--- config.mk ---
export PLATFORM = sky130hd
export DESIGN_NAME = bus_unstick_gen
export DESIGN_NICKNAME = d
export VERILOG_FILES = /design/src/rtl/bus_unstick_pkg.sv /design/src/rtl/bus_unstick_qtimer.sv /design/src/rtl/bus_unstick_seq.sv /design/src/rtl/bus_unstick_lines.sv /design/src/rtl/bus_unstick_gen.sv
export SDC_FILE = /design/constraint.sdc
export NUM_CORES = 1
export LEC_CHECK = 0
export BUFFER_PORTS_ARGS = -buffer_cell sky130_fd_sc_hd__buf_2
export CAP_MARGIN = 20
export CORE_ASPECT_RATIO = 1.4
export CORE_UTILIZATION = 39
export DETAILED_ROUTE_END_ITERATION = 16
export GPL_TIMING_DRIVEN = 0
export PLACE_DENSITY = 0.63
export SLEW_MARGIN = 10
export SYNTH_ARGS = -nofsm -noshare
export SYNTH_HDL_FRONTEND = slang
export SYNTH_SLANG_ARGS = --single-unit
--- constraint.sdc ---
create_clock -name clk -period 1.81 [get_ports clk]
set_clock_uncertainty 0.1 [all_clocks]
set_input_delay 0.543 -clock clk [delete_from_list [all_inputs] [get_ports clk]]
set_output_delay 0.543 -clock clk [all_outputs]
set_load 0.01 [all_outputs]
--- src/rtl/bus_unstick_pkg.sv ---
package bus_unstick_pkg;

    // Sequence phases; each non-idle phase lasts whole quarter-periods.
    typedef enum logic [2:0] {
        PH_IDLE,
        PH_PREP,
        PH_CLK_LO,
        PH_CLK_HI,
        PH_STP_SCL,
        PH_STP_SDA,
        PH_STP_RISE,
        PH_STP_END
    } unstick_phase_e;

endpackage

--- src/rtl/bus_unstick_qtimer.sv ---
module bus_unstick_qtimer #(
    parameter int QTR_CYCLES = 500
) (
    input  logic clk,
    input  logic rst_n,
    input  logic run_i,
    output logic tick_o
);
    localparam int CW = (QTR_CYCLES > 1) ? $clog2(QTR_CYCLES) : 1;
    localparam logic [CW-1:0] LAST = CW'(QTR_CYCLES - 1);

    typedef struct packed {
        logic [CW-1:0] cnt;
    } tmr_s;

    tmr_s tmr_d, tmr_q;

    always_comb begin
        tmr_d = tmr_q;
        if (!run_i || tmr_q.cnt == LAST) begin
            tmr_d.cnt = '0;
        end else begin
            tmr_d.cnt = tmr_q.cnt + 1'b1;
        end
    end

    always_ff @(posedge clk) begin
        if (!rst_n) begin
            tmr_q <= '0;
        end else begin
            tmr_q <= tmr_d;
        end
    end

    assign tick_o = run_i && (tmr_q.cnt == LAST);

endmodule

--- src/rtl/bus_unstick_seq.sv ---
module bus_unstick_seq
    import bus_unstick_pkg::*;
#(
    parameter int PULSES = 9
) (
    input  logic           clk,
    input  logic           rst_n,
    input  logic           start_i,
    input  logic           tick_i,
    output unstick_phase_e phase_o,
    output logic           done_o
);
    localparam int PW = (PULSES > 1) ? $clog2(PULSES) : 1;
    localparam logic [PW-1:0] LAST_PULSE = PW'(PULSES - 1);

    typedef struct packed {
        unstick_phase_e phase;
        logic           sub;    // second quarter of a two-quarter half-pulse
        logic [PW-1:0]  pulse;
        logic           done;
    } seq_s;

    seq_s seq_d, seq_q;

    always_comb begin
        seq_d      = seq_q;
        seq_d.done = 1'b0;
        unique case (seq_q.phase)
            PH_IDLE: begin
                if (start_i) begin
                    seq_d.phase = PH_PREP;
                    seq_d.sub   = 1'b0;
                    seq_d.pulse = '0;
                end
            end
            PH_PREP: begin
                if (tick_i) seq_d.phase = PH_CLK_LO;
            end
            PH_CLK_LO: begin
                if (tick_i) begin
                    seq_d.sub = ~seq_q.sub;
                    if (seq_q.sub) seq_d.phase = PH_CLK_HI;
                end
            end
            PH_CLK_HI: begin
                if (tick_i) begin
                    seq_d.sub = ~seq_q.sub;
                    if (seq_q.sub) begin
                        if (seq_q.pulse == LAST_PULSE) begin
                            seq_d.phase = PH_STP_SCL;
                        end else begin
                            seq_d.pulse = seq_q.pulse + 1'b1;
                            seq_d.phase = PH_CLK_LO;
                        end
                    end
                end
            end
            PH_STP_SCL: begin
                if (tick_i) seq_d.phase = PH_STP_SDA;
            end
            PH_STP_SDA: begin
                if (tick_i) seq_d.phase = PH_STP_RISE;
            end
            PH_STP_RISE: begin
                if (tick_i) seq_d.phase = PH_STP_END;
            end
            PH_STP_END: begin
                if (tick_i) begin
                    seq_d.phase = PH_IDLE;
                    seq_d.done  = 1'b1;
                end
            end
            default: seq_d.phase = PH_IDLE;
        endcase
    end

    always_ff @(posedge clk) begin
        if (!rst_n) begin
            seq_q <= '{phase: PH_IDLE, sub: 1'b0, pulse: '0, done: 1'b0};
        end else begin
            seq_q <= seq_d;
        end
    end

    assign phase_o = seq_q.phase;
    assign done_o  = seq_q.done;

endmodule

--- src/rtl/bus_unstick_lines.sv ---
module bus_unstick_lines
    import bus_unstick_pkg::*;
(
    input  unstick_phase_e phase_i,
    output logic           scl_oe_o,
    output logic           sda_oe_o
);
    always_comb begin
        scl_oe_o = 1'b0;
        sda_oe_o = 1'b0;
        unique case (phase_i)
            PH_CLK_LO:   scl_oe_o = 1'b1;
            PH_STP_SCL:  scl_oe_o = 1'b1;
            PH_STP_SDA: begin
                scl_oe_o = 1'b1;
                sda_oe_o = 1'b1;
            end
            PH_STP_RISE: sda_oe_o = 1'b1;
            default: begin
                scl_oe_o = 1'b0;
                sda_oe_o = 1'b0;
            end
        endcase
    end

endmodule

--- src/rtl/bus_unstick_gen.sv ---
module bus_unstick_gen
    import bus_unstick_pkg::*;
#(
    parameter int QTR_CYCLES = 500,  // 5 us quarter at 100 MHz
    parameter int PULSES     = 9
) (
    input  logic clk,
    input  logic rst_n,
    input  logic start_i,
    output logic scl_oe_o,
    output logic sda_oe_o,
    output logic busy_o,
    output logic done_o
);
    unstick_phase_e phase;
    logic           tick;

    assign busy_o = (phase != PH_IDLE);

    bus_unstick_qtimer #(.QTR_CYCLES(QTR_CYCLES)) u_qtimer (
        .clk    (clk),
        .rst_n  (rst_n),
        .run_i  (busy_o),
        .tick_o (tick)
    );

    bus_unstick_seq #(.PULSES(PULSES)) u_seq (
        .clk     (clk),
        .rst_n   (rst_n),
        .start_i (start_i),
        .tick_i  (tick),
        .phase_o (phase),
        .done_o  (done_o)
    );

    bus_unstick_lines u_lines (
        .phase_i  (phase),
        .scl_oe_o (scl_oe_o),
        .sda_oe_o (sda_oe_o)
    );

endmodule

== Yosys cells after proc, flatten, opt, wreduce, memory -nomap -nowiden ==
Cells that the tools add are included.
Word-level totals
  output and inout bits: 4
  logic and storage cells: 62
  input port bits: 3
  bits in registers: 18
Cells by class
  reductions and logical operators: 14
  bitwise gates (word level): 2
  eq/ne operators: 20
  add/sub/neg operators: 2
  mux-type cells: 19
Operators by type and width (count)
  2-to-1 mux 3 bit: 8
  case mux 3 bit (8 select lines): 1
  != test 2 bit, second input constant: 10
  2-to-1 mux 8 bit: 2
  equality test 3 bit, second input constant: 4
  2-to-1 mux 4 bit: 3
  AND reduction 10 bit: 1
  adder 9 x 1 -> 9 bit, second input constant: 1
  equality test 9 bit, second input constant: 1
  case mux 4 bit (2 select lines): 1
  equality test 3 x 2 -> 1 bit, second input constant: 2
  nonzero test 3 bit: 2
  AND reduction 5 bit: 1
  adder 4 x 1 -> 4 bit, second input constant: 1
  equality test 4 bit, second input constant: 1
  AND reduction 4 bit: 1
  OR reduction 2 bit: 2
  equality test 3 x 1 -> 1 bit, second input constant: 1
  zero test 3 bit: 1
  2-to-1 mux 1 bit: 3
  case mux 1 bit (3 select lines): 1
  OR reduction 3 bit: 1
  != test 2 x 1 -> 1 bit, second input constant: 1
  inverter 1 bit: 2
  5 further kinds: 5

== Longest topological paths before layout ==
  word-level depth: 5
  gate-level depth with buffers: 6
  mapped depth without buffers: 6

== Hierarchy ==
From an unflattened synthesis, not the netlist that was laid out.
Second synthesis, totals
  cells, all modules: 128
  area total of the unflattened synthesis: 1094.8 um2
Modules (own cells, without submodules)
  bus_unstick_seq: area an instance 620.6 um2, times used 1, cells each 74, sequential area each 180.2 um2
  bus_unstick_qtimer: area an instance 419.2 um2, times used 1, cells each 49, sequential area each 180.2 um2
  bus_unstick_lines: area an instance 48.8 um2, times used 1, cells each 4, sequential area each 0.0 um2
  bus_unstick_gen: area an instance 6.3 um2, times used 1, cells each 1, sequential area each 0.0 um2

== Worst setup path before layout ==
Ideal clock, no wire load.
  kind: flip-flop to flip-flop
  start: register u_qtimer.tmr_q[0] (netlist bit)
  end: register u_seq.seq_q (netlist bit u_seq.phase_o[1])
  setup time: 0.116 ns
  setup slack: -0.049 ns
  stages on the path, launching flop included: 7
  clock period less this slack: 1.859 ns
  data arrival time: 1.643 ns
  required time: 1.594 ns
  path buffers: 1
  path through: dfxtp_1 > ha_1 > nand4bb_4 > or2_1 > buf_2 > or4_1 > o211a_1
On the way
  longest elaborated chain between the ends: 4
Ends and longest elaborated chain
  from (decl): RTL line bus_unstick_qtimer.sv:16  | tmr_s tmr_d, tmr_q;
  from (signal assigned): RTL line bus_unstick_qtimer.sv:31  | tmr_q <= tmr_d;
  equality test 9 bit *: RTL line bus_unstick_qtimer.sv:35  | assign tick_o = run_i && (tmr_q.cnt == LAST);
  logical AND 1 bit *: RTL line bus_unstick_qtimer.sv:35
  != test 2 bit (no source line)
  AND reduction 10 bit (no source line) *
  to (signal assigned): RTL line bus_unstick_seq.sv:79  | seq_q <= '{phase: PH_IDLE, sub: 1'b0, pulse: '0, done: 1'b0};
  to (signal assigned): RTL line bus_unstick_seq.sv:81  | seq_q <= seq_d;
  to (decl): RTL line bus_unstick_seq.sv:23  | seq_s seq_d, seq_q;
Every way passes the cells marked *; elsewhere a longest branch is shown, timed or not.
A chain may end at the register's enable or synchronous reset.

== Worst setup path in the final report ==
  start: register u_seq.seq_q (netlist bit u_seq.phase_o[1])
  end: output port busy_o
On the way
  longest elaborated chain between the ends: 1
Ends and longest elaborated chain
  nonzero test 3 bit: RTL line bus_unstick_gen.sv:18  | assign busy_o = (phase != PH_IDLE);
  to (decl): RTL line bus_unstick_gen.sv:12  | output logic busy_o,
Every way passes these cells.

==> results.json <==
{
  "vias_per_cell": 5.70,
  "final_layout_size_suffix_gt1_share_pct": 29.5,
  "p_leak_uw": 0.000478,
  "place_area_um2": 1020,
  "reg2reg_slack_ns": 0.06,
  "synth_top_family_by_area": "simple AND/OR/NAND/NOR gates",
  "synthTopCellsByArea": "dfxtp_1, nor2_1, ha_1",
  "ant_nets": 0,
  "postSynthAreaPerCell_um2": 8.46,
  "arrival_ns": 1.20,
  "design_area_um2": 1190,
  "clk_path_buf_depth": 2,
  "core_um2": 2250,
  "nNetsFinal": 136,
  "post-route-period-util_pct": 102,
  "antennaDiodeCount": 0,
  "cts_tree": "built",
  "wl_per_cell_um": 13.2,
  "ff2ff_path_depth": 5,
  "grt_util_met1_pct": 17.7,
  "synth-xor-area-share_pct": 6.41,
  "met2_usage_pct": 30.9,
  "worst_pin_slew_ns": 0.436,
  "synthMuxAreaShare_pct": 2.09,
  "gr-total-overflow": 0,
  "final_hold_viol_count": 0,
  "ir_worst_vdd_mv": 0.447,
  "area_growth_pct": 25.0,
  "initial_core_util_pct": 42.4,
  "power_density_nw_per_um2": 616,
  "ys_seq_elements": 18,
  "cp-endpoint": "busy_o",
  "min_path_type": "reg -> reg",
  "met3_usage_pct": 1.79,
  "critPathKind": "reg -> out",
  "startpoint": "u_seq.phase_o[1]$_SDFFE_PN0P_",
  "endpoint_kind": "output port",
  "drtIter0Drc": 21,
  "grt_usage_pct": 16.2,
  "core.rowCount": 20,
  "synth_compound_area_share_pct": 15.7,
  "period_minus_slack_ns": 1.84,
  "synthesis.area_um2": 956,
  "cts_sinks": 18,
  "ys_seq_area_share_pct": 37.7,
  "ys_top_cells_by_count": "dfxtp_1, nor2_1, nand2_1",
  "root_buffer": "clkbuf_4",
  "first_global_vias": 772,
  "clkTransAtPathRegs_ns": 0.11,
  "grt_max_degree": 11,
  "cts_buffers": 3,
  "syn_inst": 113,
  "cts_hold_buf": 0,
  "chipWidth_um": 43.8,
  "drt_pass1_iterations": 4,
  "clock_latency_ns": 0.30,
  "violations": "negative setup slack",
  "htree_levels": 1,
  "io_pins": 7,
  "place.gp.congestion": 0.807,
  "drc": 0,
  "yosys_warnings": 0,
  "synth-simple-area-share_pct": 28.3,
  "pre_cts_ws_ns": -0.0965,
  "dieHeight_um": 60.6,
  "grt_busiest_layer": "met2",
  "r2r_end": "u_seq.phase_o[1]$_SDFFE_PN0P_",
  "layout_setup_ws_ns": -0.0286,
  "routed_wl_um": 1990,
  "vias": 861,
  "io_buffer_count": 5,
  "die_area_um2": 2660,
  "cp-start-kind": "flop",
  "synth_top_area_share_pct": 37.7,
  "antenna_found_initial": 0,
  "synth_fp_nets": 119,
  "rsz0062_at_grt": "true",
  "status": "finished, violations left",
  "critical_path.max_fanout": 3,
  "ys.flop_type": "dfxtp_1",
  "relSlewSlack_pct": 71.0,
  "timing.fmax_mhz": 544,
  "crit_required_ns": 1.17,
  "yosysMostFrequentCell": "dfxtp_1",
  "setup-violations-final": 1,
  "synthAdderAreaFrac_pct": 3.93,
  "synth-edff-count": 0,
  "final_max_slew_viol_count": 0,
  "grt_pass1_wl_um": 3240,
  "r2r-start": "u_qtimer.tmr_q[0]$_SDFF_PP0_",
  "yosys.area.top_type": "dfxtp_1",
  "ys_types": 40,
  "async_flop_share_pct": 0,
  "maxCapViolations": 0,
  "hpwl_um": 1360
}
-- critical path, stage by stage, from the launching register on --
cell,delay [ns]
dfxtp_2,0.35
or3_4,0.41
buf_6,0.13
-- power by group --
group | leakage [uW] | switching (uW) | internal [uW]
logic | 0.000308 | 37.9 | 34.1
registers | 0.000149 | 9.67 | 399
clock network | 0.0000210 | 132 | 123
total | 0.000478 | 180 | 556
-- per-stage QoR --
stage | hold slack, ns | total power [uW] | TNS, ns | util [%] | cells
4_1_cts | 0.427 | 730 | -0.0411 | 49.3 | 144
2_1_floorplan | 0.352 | 458 | 0 | - | 113
3_5_place_dp | 0.382 | 473 | -0.288 | 45.3 | 140
6_report | 0.389 | 736 | -0.0286 | 53.1 | 151
5_1_grt | 0.425 | 768 | -0.117 | 53.1 | 151
3_3_place_gp | 0.375 | 472 | -0.225 | 45.3 | 140
-- cell usage in the layout, fill, tap and decap left out, types with 2 or more instances in the layout --
cell type  netlist  layout
buf_6            0       2
xnor2_1          3       3
mux2i_1          2       2
inv_1            8       6
a31oi_1          3       3
nor3_1           3       3
xor2_1           4       4
dfxtp_1         18      12
o21ai_0          2       2
inv_2            0       2
nor2_1          14      14
nand3_1          3       3
nand2_1          9       8
dfxtp_2          0       4
ha_1             3       2
a21oi_1          6       6
dfxtp_4          0       2
or3_1            3       2
buf_2            3       4
and3_1           2       2
buf_4            0      10
clkbuf_8         0       2
clkbuf_4         0       3
-- state kept, by name, summed over array words and instances, names as in the netlist --
register	flops
u_qtimer.tmr_q	9
u_seq.seq_q	5
u_seq.phase_o	3
u_seq.done_o	1
-- timing repair --
action | CTS | global route
endpoints found under the setup margin | 6 | 7
pin swaps | 2 | 3
resized for setup | 16 | 8
buffers inserted | 3 | 7
-- layout make-up --
| cell class | count | area, um^2 |
|---|---|---|
| fill | 214 | 1060 |
| multi-input combinational | 81 | 593 |
| sequential | 18 | 373 |
| timing repair buffer | 15 | 106 |
| clock buffer | 4 | 36.3 |
| inverter | 8 | 30.0 |
| buffer | 3 | 28.8 |
| tap | 22 | 27.5 |
-- metal layers --
metal | wire length (um) | vias up
li1 | - | 435
met1 | 841 | 413
met2 | 1070 | 8
met3 | 39 | 5
met4 | 36 | 0
met5 | 0 | -
-- cells by family (layout without fill, tap and decap cells) --
family	count (synthesis)	after routing
buffers and inverters	14	30
AND/OR/NAND/NOR	47	47
adder cells (fa/ha/maj)	3	3
multiplexers	2	2
flip-flops	18	18
AO/OA/AOI/OAI	22	22
XOR/XNOR	7	7
-- worst min-delay path by stage --
stage / end / cells past startpoint / slack [ns] / startpoint
3_3_place_gp: u_qtimer.tmr_q[0]$_SDFF_PP0_ / 1 / 0.37 / u_qtimer.tmr_q[0]$_SDFF_PP0_
5_1_grt: u_seq.seq_q[1]$_SDFFE_PN0P_ / 1 / 0.42 / u_seq.seq_q[1]$_SDFFE_PN0P_
2_1_floorplan: u_qtimer.tmr_q[0]$_SDFF_PP0_ / 1 / 0.35 / u_qtimer.tmr_q[0]$_SDFF_PP0_
6_report: u_seq.seq_q[1]$_SDFFE_PN0P_ / 1 / 0.39 / u_seq.seq_q[1]$_SDFFE_PN0P_
4_1_cts: u_seq.seq_q[4]$_SDFFE_PN0P_ / 1 / 0.43 / u_seq.seq_q[4]$_SDFFE_PN0P_
3_5_place_dp: u_qtimer.tmr_q[0]$_SDFF_PP0_ / 1 / 0.38 / u_qtimer.tmr_q[0]$_SDFF_PP0_
(Power assumes the default switching activity.)
